<file path="src/rtl/pboot_pkg.sv">
package pboot_pkg;

    localparam int ADDR_W = 16;
    localparam int WORD_W = 16;
    localparam int BYTE_W = 8;
    localparam int BASE_SHIFT = 10;
    localparam logic [1:0] PAR8_CODE = 2'b01;

    typedef enum logic [3:0] {
        ST_DECIDE,
        ST_SEL,
        ST_DEST,
        ST_CNT,
        ST_COPY,
        ST_DONE,
        ST_ERR,
        ST_UNSUP
    } boot_st_e;

    typedef struct packed {
        logic [ADDR_W-1:0] addr;
        logic              io;
    } fetch_req_t;

    function automatic logic [ADDR_W-1:0] table_base(input logic [BYTE_W-1:0] sel);
        return {sel[BYTE_W-1:2], {BASE_SHIFT{1'b0}}};
    endfunction

    function automatic logic is_par8(input logic [BYTE_W-1:0] sel);
        return sel[1:0] == PAR8_CODE;
    endfunction

endpackage

</file>
<file path="src/rtl/pboot_byte_fetch.sv">
module pboot_byte_fetch
    import pboot_pkg::*;
#(
    parameter int WAIT_W = 4
) (
    input  logic                clk,
    input  logic                rst,
    input  logic                req_i,
    input  fetch_req_t          req_info_i,
    input  logic [WAIT_W-1:0]   wait_i,
    input  logic [BYTE_W-1:0]   data_i,
    output logic [ADDR_W-1:0]   addr_o,
    output logic                data_strb_n_o,
    output logic                io_strb_n_o,
    output logic [BYTE_W-1:0]   byte_o,
    output logic                vld_o
);
    logic              act_q;
    logic              io_q;
    logic [WAIT_W-1:0] cnt_q;
    logic [WAIT_W-1:0] lim_q;
    logic [ADDR_W-1:0] addr_q;
    logic [BYTE_W-1:0] byte_q;
    logic              vld_q;

    always_ff @(posedge clk) begin
        if (rst) begin
            act_q  <= 1'b0;
            io_q   <= 1'b0;
            cnt_q  <= '0;
            lim_q  <= '0;
            addr_q <= '0;
            byte_q <= '0;
            vld_q  <= 1'b0;
        end else begin
            vld_q <= 1'b0;
            if (!act_q) begin
                if (req_i) begin
                    act_q  <= 1'b1;
                    cnt_q  <= '0;
                    lim_q  <= wait_i;
                    addr_q <= req_info_i.addr;
                    io_q   <= req_info_i.io;
                end
            end else if (cnt_q == lim_q) begin
                byte_q <= data_i;
                vld_q  <= 1'b1;
                act_q  <= 1'b0;
            end else begin
                cnt_q <= cnt_q + 1'b1;
            end
        end
    end

    assign addr_o        = addr_q;
    assign data_strb_n_o = !(act_q && !io_q);
    assign io_strb_n_o   = !(act_q && io_q);
    assign byte_o        = byte_q;
    assign vld_o         = vld_q;

endmodule

</file>
<file path="src/rtl/pboot_word_join.sv">
module pboot_word_join
    import pboot_pkg::*;
(
    input  logic                clk,
    input  logic                rst,
    input  logic                clr_i,
    input  logic [BYTE_W-1:0]   byte_i,
    input  logic                vld_i,
    output logic [WORD_W-1:0]   word_o,
    output logic                wvld_o
);
    logic              second_q;
    logic [BYTE_W-1:0] hi_q;

    always_ff @(posedge clk) begin
        if (rst) begin
            second_q <= 1'b0;
            hi_q     <= '0;
        end else if (clr_i) begin
            second_q <= 1'b0;
        end else if (vld_i) begin
            if (!second_q) hi_q <= byte_i;
            second_q <= !second_q;
        end
    end

    assign word_o = {hi_q, byte_i};
    assign wvld_o = vld_i && second_q && !clr_i;

endmodule

</file>
<file path="src/rtl/pboot_ce_decode.sv">
module pboot_ce_decode
    import pboot_pkg::*;
(
    input  logic              data_strb_n_i,
    input  logic              io_strb_n_i,
    input  logic [ADDR_W-1:0] addr_i,
    output logic              ce_n_o
);
    logic io_window;

    always_comb begin
        io_window = !io_strb_n_i && (addr_i[ADDR_W-1:ADDR_W-2] == 2'b11);
        ce_n_o    = !(!data_strb_n_i || io_window);
    end

endmodule

</file>
<file path="src/rtl/pflash_boot_seq.sv">
module pflash_boot_seq
    import pboot_pkg::*;
#(
    parameter int              WAIT_W   = 4,
    parameter logic [15:0]     BOOT_VEC = 16'hFF80,
    parameter logic [15:0]     SEL_ADDR = 16'hFFFF
) (
    input  logic              clk,
    input  logic              rst,
    input  logic              mode_strap_i,
    input  logic              boot_req_i,
    input  logic [WAIT_W-1:0] wait_cfg_i,
    output logic [16:0]       flash_addr_o,
    input  logic [7:0]        flash_data_i,
    output logic              data_strb_n_o,
    output logic              io_strb_n_o,
    output logic              flash_ce_n_o,
    output logic              pram_we_o,
    output logic [15:0]       pram_addr_o,
    output logic [15:0]       pram_data_o,
    output logic [15:0]       start_addr_o,
    output logic              start_ext_o,
    output logic              done_o,
    output logic              mode_err_o,
    output logic              unsup_o
);
    boot_st_e          st_q;
    logic              strap_q;
    logic              pend_q;
    logic [ADDR_W-1:0] ptr_q;
    logic [ADDR_W-1:0] dest_q;
    logic [ADDR_W-1:0] widx_q;
    logic [WORD_W-1:0] left_q;

    logic              fetch_req;
    fetch_req_t        fetch_info;
    logic [ADDR_W-1:0] fetch_addr;
    logic [BYTE_W-1:0] fetch_byte;
    logic              fetch_vld;
    logic [WORD_W-1:0] item;
    logic              item_vld;
    logic              reading;

    always_comb begin
        reading = (st_q == ST_SEL) || (st_q == ST_DEST) ||
                  (st_q == ST_CNT) || (st_q == ST_COPY);
        fetch_req = reading && !pend_q;
        fetch_info.io   = (st_q == ST_SEL);
        fetch_info.addr = (st_q == ST_SEL) ? SEL_ADDR : ptr_q;
    end

    pboot_byte_fetch #(.WAIT_W(WAIT_W)) u_fetch (
        .clk           (clk),
        .rst           (rst),
        .req_i         (fetch_req),
        .req_info_i    (fetch_info),
        .wait_i        (wait_cfg_i),
        .data_i        (flash_data_i),
        .addr_o        (fetch_addr),
        .data_strb_n_o (data_strb_n_o),
        .io_strb_n_o   (io_strb_n_o),
        .byte_o        (fetch_byte),
        .vld_o         (fetch_vld)
    );

    pboot_word_join u_join (
        .clk    (clk),
        .rst    (rst),
        .clr_i  (st_q == ST_SEL),
        .byte_i (fetch_byte),
        .vld_i  (fetch_vld),
        .word_o (item),
        .wvld_o (item_vld)
    );

    pboot_ce_decode u_ce (
        .data_strb_n_i (data_strb_n_o),
        .io_strb_n_i   (io_strb_n_o),
        .addr_i        (fetch_addr),
        .ce_n_o        (flash_ce_n_o)
    );

    assign flash_addr_o = {1'b0, fetch_addr};

    always_ff @(posedge clk) begin
        if (rst) begin
            st_q         <= ST_DECIDE;
            strap_q      <= mode_strap_i;
            pend_q       <= 1'b0;
            ptr_q        <= '0;
            dest_q       <= '0;
            widx_q       <= '0;
            left_q       <= '0;
            pram_we_o    <= 1'b0;
            pram_addr_o  <= '0;
            pram_data_o  <= '0;
            start_addr_o <= '0;
            start_ext_o  <= 1'b0;
            done_o       <= 1'b0;
            mode_err_o   <= 1'b0;
            unsup_o      <= 1'b0;
        end else begin
            pram_we_o <= 1'b0;
            if (fetch_req)      pend_q <= 1'b1;
            else if (fetch_vld) pend_q <= 1'b0;
            if (fetch_vld && st_q != ST_SEL) ptr_q <= ptr_q + 1'b1;

            case (st_q)
                ST_DECIDE: begin
                    if (strap_q) begin
                        start_addr_o <= BOOT_VEC;
                        start_ext_o  <= 1'b1;
                        done_o       <= 1'b1;
                        st_q         <= ST_DONE;
                    end else if (boot_req_i) begin
                        unsup_o <= 1'b1;
                        st_q    <= ST_UNSUP;
                    end else begin
                        st_q <= ST_SEL;
                    end
                end
                ST_SEL: begin
                    if (fetch_vld) begin
                        if (is_par8(fetch_byte)) begin
                            ptr_q <= table_base(fetch_byte);
                            st_q  <= ST_DEST;
                        end else begin
                            mode_err_o <= 1'b1;
                            st_q       <= ST_ERR;
                        end
                    end
                end
                ST_DEST: begin
                    if (item_vld) begin
                        dest_q <= item;
                        widx_q <= item;
                        st_q   <= ST_CNT;
                    end
                end
                ST_CNT: begin
                    if (item_vld) begin
                        if (item == '0) begin
                            start_addr_o <= dest_q;
                            done_o       <= 1'b1;
                            st_q         <= ST_DONE;
                        end else begin
                            left_q <= item;
                            st_q   <= ST_COPY;
                        end
                    end
                end
                ST_COPY: begin
                    if (item_vld) begin
                        pram_we_o   <= 1'b1;
                        pram_addr_o <= widx_q;
                        pram_data_o <= item;
                        widx_q      <= widx_q + 1'b1;
                        left_q      <= left_q - 1'b1;
                        if (left_q == 16'd1) begin
                            start_addr_o <= dest_q;
                            done_o       <= 1'b1;
                            st_q         <= ST_DONE;
                        end
                    end
                end
                default: ;
            endcase
        end
    end

endmodule

</file>
<file path="config.mk">
export PLATFORM = sky130hd
export DESIGN_NAME = pflash_boot_seq
export DESIGN_NICKNAME = d
export VERILOG_FILES = /design/src/rtl/pboot_pkg.sv /design/src/rtl/pboot_byte_fetch.sv /design/src/rtl/pboot_word_join.sv /design/src/rtl/pboot_ce_decode.sv /design/src/rtl/pflash_boot_seq.sv
export SDC_FILE = /design/constraint.sdc
export NUM_CORES = 1
export LEC_CHECK = 0
export ABC_AREA = 1
export CAP_MARGIN = 20
export CORE_ASPECT_RATIO = 0.8
export CORE_MARGIN = 3
export CORE_UTILIZATION = 35
export CTS_BUF_LIST = sky130_fd_sc_hd__clkbuf_4
export CTS_CLUSTER_DIAMETER = 120
export CTS_CLUSTER_SIZE = 28
export DETAILED_ROUTE_END_ITERATION = 12
export GPL_TIMING_DRIVEN = 0
export PLACE_DENSITY_LB_ADDON = 0.15
export SYNTH_ARGS = -nofsm -noshare
export SYNTH_HDL_FRONTEND = slang
export SYNTH_HIERARCHICAL = 1
export SYNTH_SLANG_ARGS = --single-unit
</file>
<file path="constraint.sdc">
create_clock -name clk -period 2.5 [get_ports clk]
set_input_delay 0.5 -clock clk [delete_from_list [all_inputs] [get_ports clk]]
set_output_delay 0.5 -clock clk [all_outputs]
set_load 0.005 [all_outputs]
</file>
==> flow_metrics.tcl, run 1 <==
set metrics [dict create \
    cts_max_level 4 \
    slew_violations 0 \
    cts_buffers 17 \
    endpoint_kind "output port" \
    synth_edf_count 1 \
    clock_skew_ns 0.0362 \
    cts-root-buf "clkbuf_4" \
    crit_fanout 3 \
    worstMarginPinSlew_ns 0.896 \
    cp_top_family "buffers and inverters" \
    fin_tns_setup_ns 0 \
    hold_start "flash_data_i[2]" \
    min_period_ns 2.36 \
    clock_latency_ns 0.58 \
    hold_depth 3 \
    area_growth_pct 20.6 \
    reg2reg_slack_ns 0.22 \
    clk_path_buf_depth 2 \
    rows 48 \
    holdCritPathClass "input port to flop" \
    status "complete, no violations" \
    fill_cells 2399 \
    max_freq_ghz 0.423 \
    vias_per_cell 4.80 \
    die_h_um 141 \
    hold_viol_final 0 \
    setup_viol 0 \
    initial_core_util_pct 36.3 \
    synth_seq_cells 166 \
    die_w_um 175 \
    reg2reg_from "st_q[0]$_SDFFE_PP0P_" \
    fin_nets 1326 \
    regToRegEndpoint "u_fetch/addr_o[15]$_SDFFE_PP0P_" \
    drv_cap 0 \
    dp.cells 1583 \
    wl_met3_um 1480 \
    syn_inst 1196 \
    slowest_stage "clkdlybuf4s50_1" \
    postRouteAntennaNets 0 \
    critPathLaunchType "flop" \
    dr_wl_met2_um 9220 \
    drtIter0Drc 578 \
    syn-cell-area_um2 7950 \
    ys_async_sr_fraction_pct 0 \
    vias 7767 \
    synth_flop_cell "dfxtp_1" \
    power.density_nw_per_um2 859 \
    hold_end "u_fetch/byte_o[2]$_SDFFE_PP0P_" \
    grt_pass1_wl_um 38100 \
    critPathArrivalTime_ns 1.86 \
    yosys_warnings 6 \
    globalplace.congestion 0.897 \
    path_cells "buf_6, inv_2, or2_2, inv_1, nor2_1, clkdlybuf4s50_1" \
    path_clk_slew_ns 0.17 \
    cts_sinks 166 \
    crit_cells 6 \
    fp.coreArea_um2 21900 \
    reg2regPathDepth 14 \
    rsz0062_at_grt "no" \
    synth_top_cell_by_area "dfxtp_1" \
    worstSetupPathType "flop to output port" \
    synth_area_leaders "dfxtp_1 42%, nand2_1 14%, nor2_1 11%" \
    yosysTopAreaCellShare_pct 41.5 \
    drtPass1Iterations 7 \
    place_ws_ns -0.639 \
    fin_crit_sh_pct 94.5 \
    relSlewSlack_pct 40.3 \
    die_area_um2 24600 \
    slowest_delay_ns 0.43 \
    portBuffers 87 \
    grt_overflow 0 \
    grt_max_degree 19 \
    wl_um 23300 \
    syn_nets 1217 \
    grt_pass1_vias 7157 \
    ys_seq_area_share_pct 41.9 \
    met1_length_um 12400 \
    grt.total_usage_pct 19.1 \
    dpl.hpwl_um 17400 \
    antenna_found_initial 1 \
    drive_gt1_share_pct 8.35 \
    tritoncts "done" \
    worst_slack_ns 0.138 \
    leakagePower_nw 4.00 \
    avgSynthCellArea_um2 6.65 \
    io_pins 89 \
    final_cells 1619 \
    max-vdd-ir-drop_mv 0.343 \
    worstPathRequired_ns 2.00 \
    critPathBufInv 4 \
    drc 0 \
    route.top_layer_used "met4" \
    ys_types 38 \
    wl_per_cell_um 14.4 \
]
==> how the worst max path moves through the flow <==
stage | start | slack, ns | to
CTS | u_fetch/act_q$_SDFF_PP0_ | 0.01 | flash_ce_n_o
global route | u_fetch/act_q$_SDFF_PP0_ | 0.02 | flash_ce_n_o
global placement | rst | -0.71 | widx_q[3]$_SDFFE_PP0P_
finish | u_fetch/act_q$_SDFF_PP0_ | 0.14 | flash_ce_n_o
detailed placement | rst | -0.64 | widx_q[3]$_SDFFE_PP0P_
floorplan | st_q[1]$_SDFFE_PP0P_ | 0.59 | widx_q[6]$_SDFFE_PP0P_
==> final cells by class <==
type,count,area [um^2],share of cell area [%]
antenna,1,2.50,0.0261
sequential,166,3340,34.8
inverter,105,402,4.19
buffer,60,347,3.61
multi-input combinational,865,3880,40.5
clock buffer,17,128,1.33
timing repair buffer,90,893,9.31
clock inverter,15,228,2.37
tap,300,375,3.91
==> cells by family after synthesis <==
group                      count (synthesis)  synth area share [%]
AOI/OAI and AO/OA                        186                  12.2
xor gates and xnor gates                   9                 0.991
adders and majority gates                  5                 0.787
buffers and inverters                    165                  9.25
DFF                                      166                  41.9
other                                      1                0.0472
and+or+nand+nor                          664                  34.8
==> cell usage after synthesis, types with 11 or more instances <==
| cell | n |
|---|---|
| dfxtp_1 | 165 |
| buf_2 | 17 |
| clkbuf_1 | 24 |
| o21ai_1 | 21 |
| nand3_1 | 114 |
| o21ai_0 | 63 |
| inv_2 | 11 |
| buf_4 | 12 |
| a21oi_1 | 90 |
| nor2_1 | 225 |
| inv_1 | 93 |
| nand2_1 | 286 |
==> report_power, final <==
| group | internal (mW) | switching, mW |
|---|---|---|
| sequential | 2.98 | 0.261 |
| clock | 0.760 | 1.13 |
| combinational | 1.24 | 1.86 |
| total | 4.98 | 3.26 |
==> flip-flops by register name (all words and copies together), names as in the netlist, 16 cells and up <==
| name | count |
|---|---|
| u_fetch/addr_o | 16 |
| pram_addr_o | 16 |
| dest_q | 16 |
| start_addr_o | 16 |
| ptr_q | 16 |
| widx_q | 16 |
| pram_data_o | 16 |
| left_q | 16 |
==> layout by cell type, fill, tap and decap left out, drive strengths merged <==
| master | synthesis | final |
|---|---|---|
| a21boi | 1 | 1 |
| a21oi | 91 | 91 |
| a31oi | 3 | 3 |
| buf | 36 | 38 |
| bufinv | 0 | 3 |
| clkbuf | 24 | 42 |
| clkdlybuf4s50 | 0 | 87 |
| clkinv | 1 | 5 |
| conb | 1 | 1 |
| dfxtp | 165 | 165 |
| diode | 0 | 1 |
| edfxtp | 1 | 1 |
| ha | 5 | 5 |
| inv | 104 | 112 |
| nand2 | 294 | 294 |
| nand3 | 116 | 116 |
| nand3b | 1 | 1 |
| nand4 | 7 | 7 |
| nor2 | 235 | 235 |
| nor3 | 7 | 7 |
| o211ai | 2 | 2 |
| o21a | 2 | 2 |
| o21ai | 84 | 84 |
| o21bai | 1 | 1 |
| o22ai | 2 | 2 |
| or2 | 4 | 4 |
| xnor2 | 2 | 2 |
| xor2 | 7 | 7 |
==> through the flow <==
stage	cell area, um^2	power [mW]	util (%)	hold slack, ns
final	9590	8.24	43.8	0.458
after global routing	9590	8.86	43.8	0.431
after CTS	9580	8.28	43.7	0.409
after detailed placement	9200	6.38	42.0	0.455
after global placement	9200	6.35	42.0	0.450
after floorplan	7950	5.31	-	0.439
==> worst reg2reg max path: stages, from the launching register on <==
cell and delay (ns):
dfxtp_1 0.40, nor2_2 0.21, nand2_4 0.09, nand2_2 0.10, inv_2 0.04, buf_2 0.18
nand2_1 0.08, inv_1 0.04, or2_1 0.22, inv_1 0.09, nand2_2 0.18, inv_2 0.25
buf_4 0.22, nor2_1 0.05, nor2_1 0.09
==> per-layer routing <==
metal | GRT usage (%) | vias up
met2 | 27.4 | 207
met4 | 3.65 | 0
met5 | 0 | -
li1 | - | 4033
met1 | 29.9 | 3508
met3 | 3.37 | 19
==> what timing repair did <==
action,CTS,global route
hold buffers,0,0
resized for setup,3,4
setup buffers,2,1
pin swaps,1,0
endpoints found under the setup margin,27,21
No activity file was read; power rests on OpenSTA's default activity.
==> inputs of run 2 (changes only) <==
--- a/config.mk
+++ b/config.mk
@@ -8,7 +8,6 @@
 export ABC_AREA = 1
 export CAP_MARGIN = 20
 export CORE_ASPECT_RATIO = 0.8
-export CORE_MARGIN = 3
 export CORE_UTILIZATION = 35
 export CTS_BUF_LIST = sky130_fd_sc_hd__clkbuf_4
 export CTS_CLUSTER_DIAMETER = 120
==> run 2 against run 1 <==
Effect of this change:
- final area decreased by 0.69%
- first-iteration DRC count rose by 21%
- largest power group unchanged
- worst setup slack worse by 0.038 ns
- worst hold slack worse by 0.021 ns
- critical path type is now input port to flop
- critical path depth rose by 1
- power decreased by 2.5%
- routed wire length is 0.58% lower
- combinational power barely moved
==> flow_metrics.tcl, run 2 (synthesized netlist as in run 1, its figures left out) <==
set metrics [dict create \
    cp_top_family "buffers and inverters" \
    worstPathRequired_ns 3.01 \
    slew_violations 0 \
    fin_nets 1325 \
    path_clk_slew_ns 0.16 \
    final_cells 1618 \
    grt_overflow 0 \
    cts-root-buf "clkbuf_4" \
    max-vdd-ir-drop_mv 0.338 \
    status "complete, no violations" \
    vias_per_cell 4.80 \
    clock_latency_ns 0.60 \
    fin_tns_setup_ns 0 \
    clock_skew_ns 0.0223 \
    drv_cap 0 \
    die_w_um 171 \
    initial_core_util_pct 36.3 \
    layout_commonest_cell "nand2_1" \
    min_period_ns 2.40 \
    globalplace.congestion 0.872 \
    setup_viol 0 \
    grt_pass1_wl_um 36900 \
    holdCritPathClass "input port to flop" \
    postRouteAntennaNets 0 \
    antenna_found_initial 1 \
    rsz0062_at_grt "no" \
    portBuffers 87 \
    fill_cells 2356 \
    wl_um 23100 \
    worstMarginPinSlew_ns 0.815 \
    io_pins 89 \
    grt_max_degree 17 \
    slowest_stage "clkdlybuf4s50_1" \
    drtPass1Iterations 6 \
    dp.cells 1583 \
    die_h_um 137 \
    path_cells "clkdlybuf4s50_1, clkbuf_1, inv_1, clkbuf_1, clkbuf_2, o21ai_0, inv_1" \
    vias 7763 \
    fin_crit_sh_pct 96.0 \
    critPathArrivalTime_ns 2.91 \
    drc 0 \
    cts_sinks 166 \
    rows 48 \
    fp.coreArea_um2 21900 \
    tritoncts "done" \
    crit_fanout 10 \
    cts_buffers 17 \
    drtIter0Drc 699 \
    max_freq_ghz 0.417 \
    worst_slack_ns 0.100 \
    relSlewSlack_pct 45.7 \
    leakagePower_nw 3.96 \
    seq_area_um2 3340 \
    cts_max_level 4 \
    hold_viol_final 0 \
    worstSetupPathType "input port to flop" \
    multi_input_area_um2 3880 \
    final_cell_mix "286 x nand2_1, 225 x nor2_1, 162 x dfxtp_1" \
    drive_gt1_share_pct 8.20 \
    critPathLaunchType "input port" \
    power.density_nw_per_um2 844 \
    dpl.hpwl_um 17100 \
    grt.total_usage_pct 20.7 \
    slowest_delay_ns 0.70 \
    clk_path_buf_depth 2 \
    area_growth_pct 19.8 \
    critPathBufInv 6 \
    die_area_um2 23300 \
    place_ws_ns -0.679 \
    postLayoutCoreUtil_pct 43.5 \
    endpoint_kind "flop" \
    wl_per_cell_um 14.3 \
    grt_pass1_vias 6833 \
]
==> run 2: cell count changes in the layout (fill, tap and decap cells not counted) <==
cell / previous run / this run
buf_2: 15 / 16
buf_4: 15 / 14
bufinv_16: 3 / 2
clkbuf_4: 18 / 17
clkdlybuf4s50_1: 87 / 86
clkinv_1: 0 / 2
clkinv_4: 2 / 5
clkinv_8: 3 / 0
clkinvlp_4: 0 / 1
dfxtp_1: 163 / 162
dfxtp_2: 2 / 3
dlymetal6s2s_1: 0 / 1
inv_8: 4 / 2
==> run 2: repair_timing <==
item | in CTS | in global routing
hold buffers | 0 | 0
endpoints found under the setup margin | 27 | 17
gates resized for setup | 2 | 6
hold endpoints to repair | 0 | 0
buffers inserted | 2 | 0
pin swaps | 1 | 0
==> run 2: final timing paths <==
check | start | endpoint | slack [ns] | depth (start not counted)
worst min-delay path | flash_data_i[1] | u_fetch/byte_o[1]$_SDFFE_PP0P_ | 0.44 | 3
worst min register to register | pram_addr_o[13]$_SDFFE_PP0P_ | pram_addr_o[13]$_SDFFE_PP0P_ | 0.47 | 2
worst max-delay path | rst | widx_q[3]$_SDFFE_PP0P_ | 0.10 | 7
worst max register to register | st_q[2]$_SDFFE_PP0P_ | left_q[11]$_SDFFE_PP0P_ | 0.18 | 13
==> run 2: worst reg2reg max path, stage by stage (launching register included) <==
cell	delay, ns
dfxtp_1	0.43
inv_2	0.11
nand3_2	0.20
inv_2	0.15
nor2_1	0.13
buf_2	0.27
inv_1	0.14
nor2_2	0.16
nand2_2	0.10
inv_2	0.17
buf_6	0.18
nand3_1	0.09
nand2_1	0.06
inv_1	0.04
==> run 2: power breakdown <==
group | internal, mW | switching (mW) | leakage, nW | total [mW]
Combinational | 1.23 | 1.86 | 2.46 | 3.09
Sequential | 2.98 | 0.264 | 1.35 | 3.25
Clock | 0.619 | 1.08 | 0.156 | 1.70
Total | 4.83 | 3.21 | 3.96 | 8.04
==> run 2: cell type report <==
| class | count | area share [%] |
|---|---|---|
| Clock inverter | 15 | 1.76 |
| Clock buffer | 17 | 1.34 |
| Antenna cell | 1 | 0.0263 |
| Buffer | 60 | 3.61 |
| Timing Repair Buffer | 89 | 9.32 |
| Multi-Input combinational cell | 865 | 40.8 |
| Sequential cell | 166 | 35.0 |
| Inverter | 105 | 4.22 |
| Tap cell | 300 | 3.94 |
==> run 2: metrics by stage <==
stage | area, um^2 | hold slack (ns) | power [mW]
finish | 9530 | 0.437 | 8.04
floorplan | 7950 | 0.439 | 5.31
detailed placement | 9200 | 0.455 | 6.37
CTS | 9510 | 0.420 | 8.07
global route | 9530 | 0.427 | 8.64
global placement | 9200 | 0.450 | 6.35
==> run 2: routing by layer <==
layer  routed length (um)  share of wire [%]  vias up  global-route usage, %
met5                    0                  0        -                      0
met4                  182               0.79        0                   4.30
met3                 1490                6.4       14                   4.19
met2                 8970                 39      228                   28.2
met1                12500                 54     3494                   32.5
li1                     -                  -     4027                      -
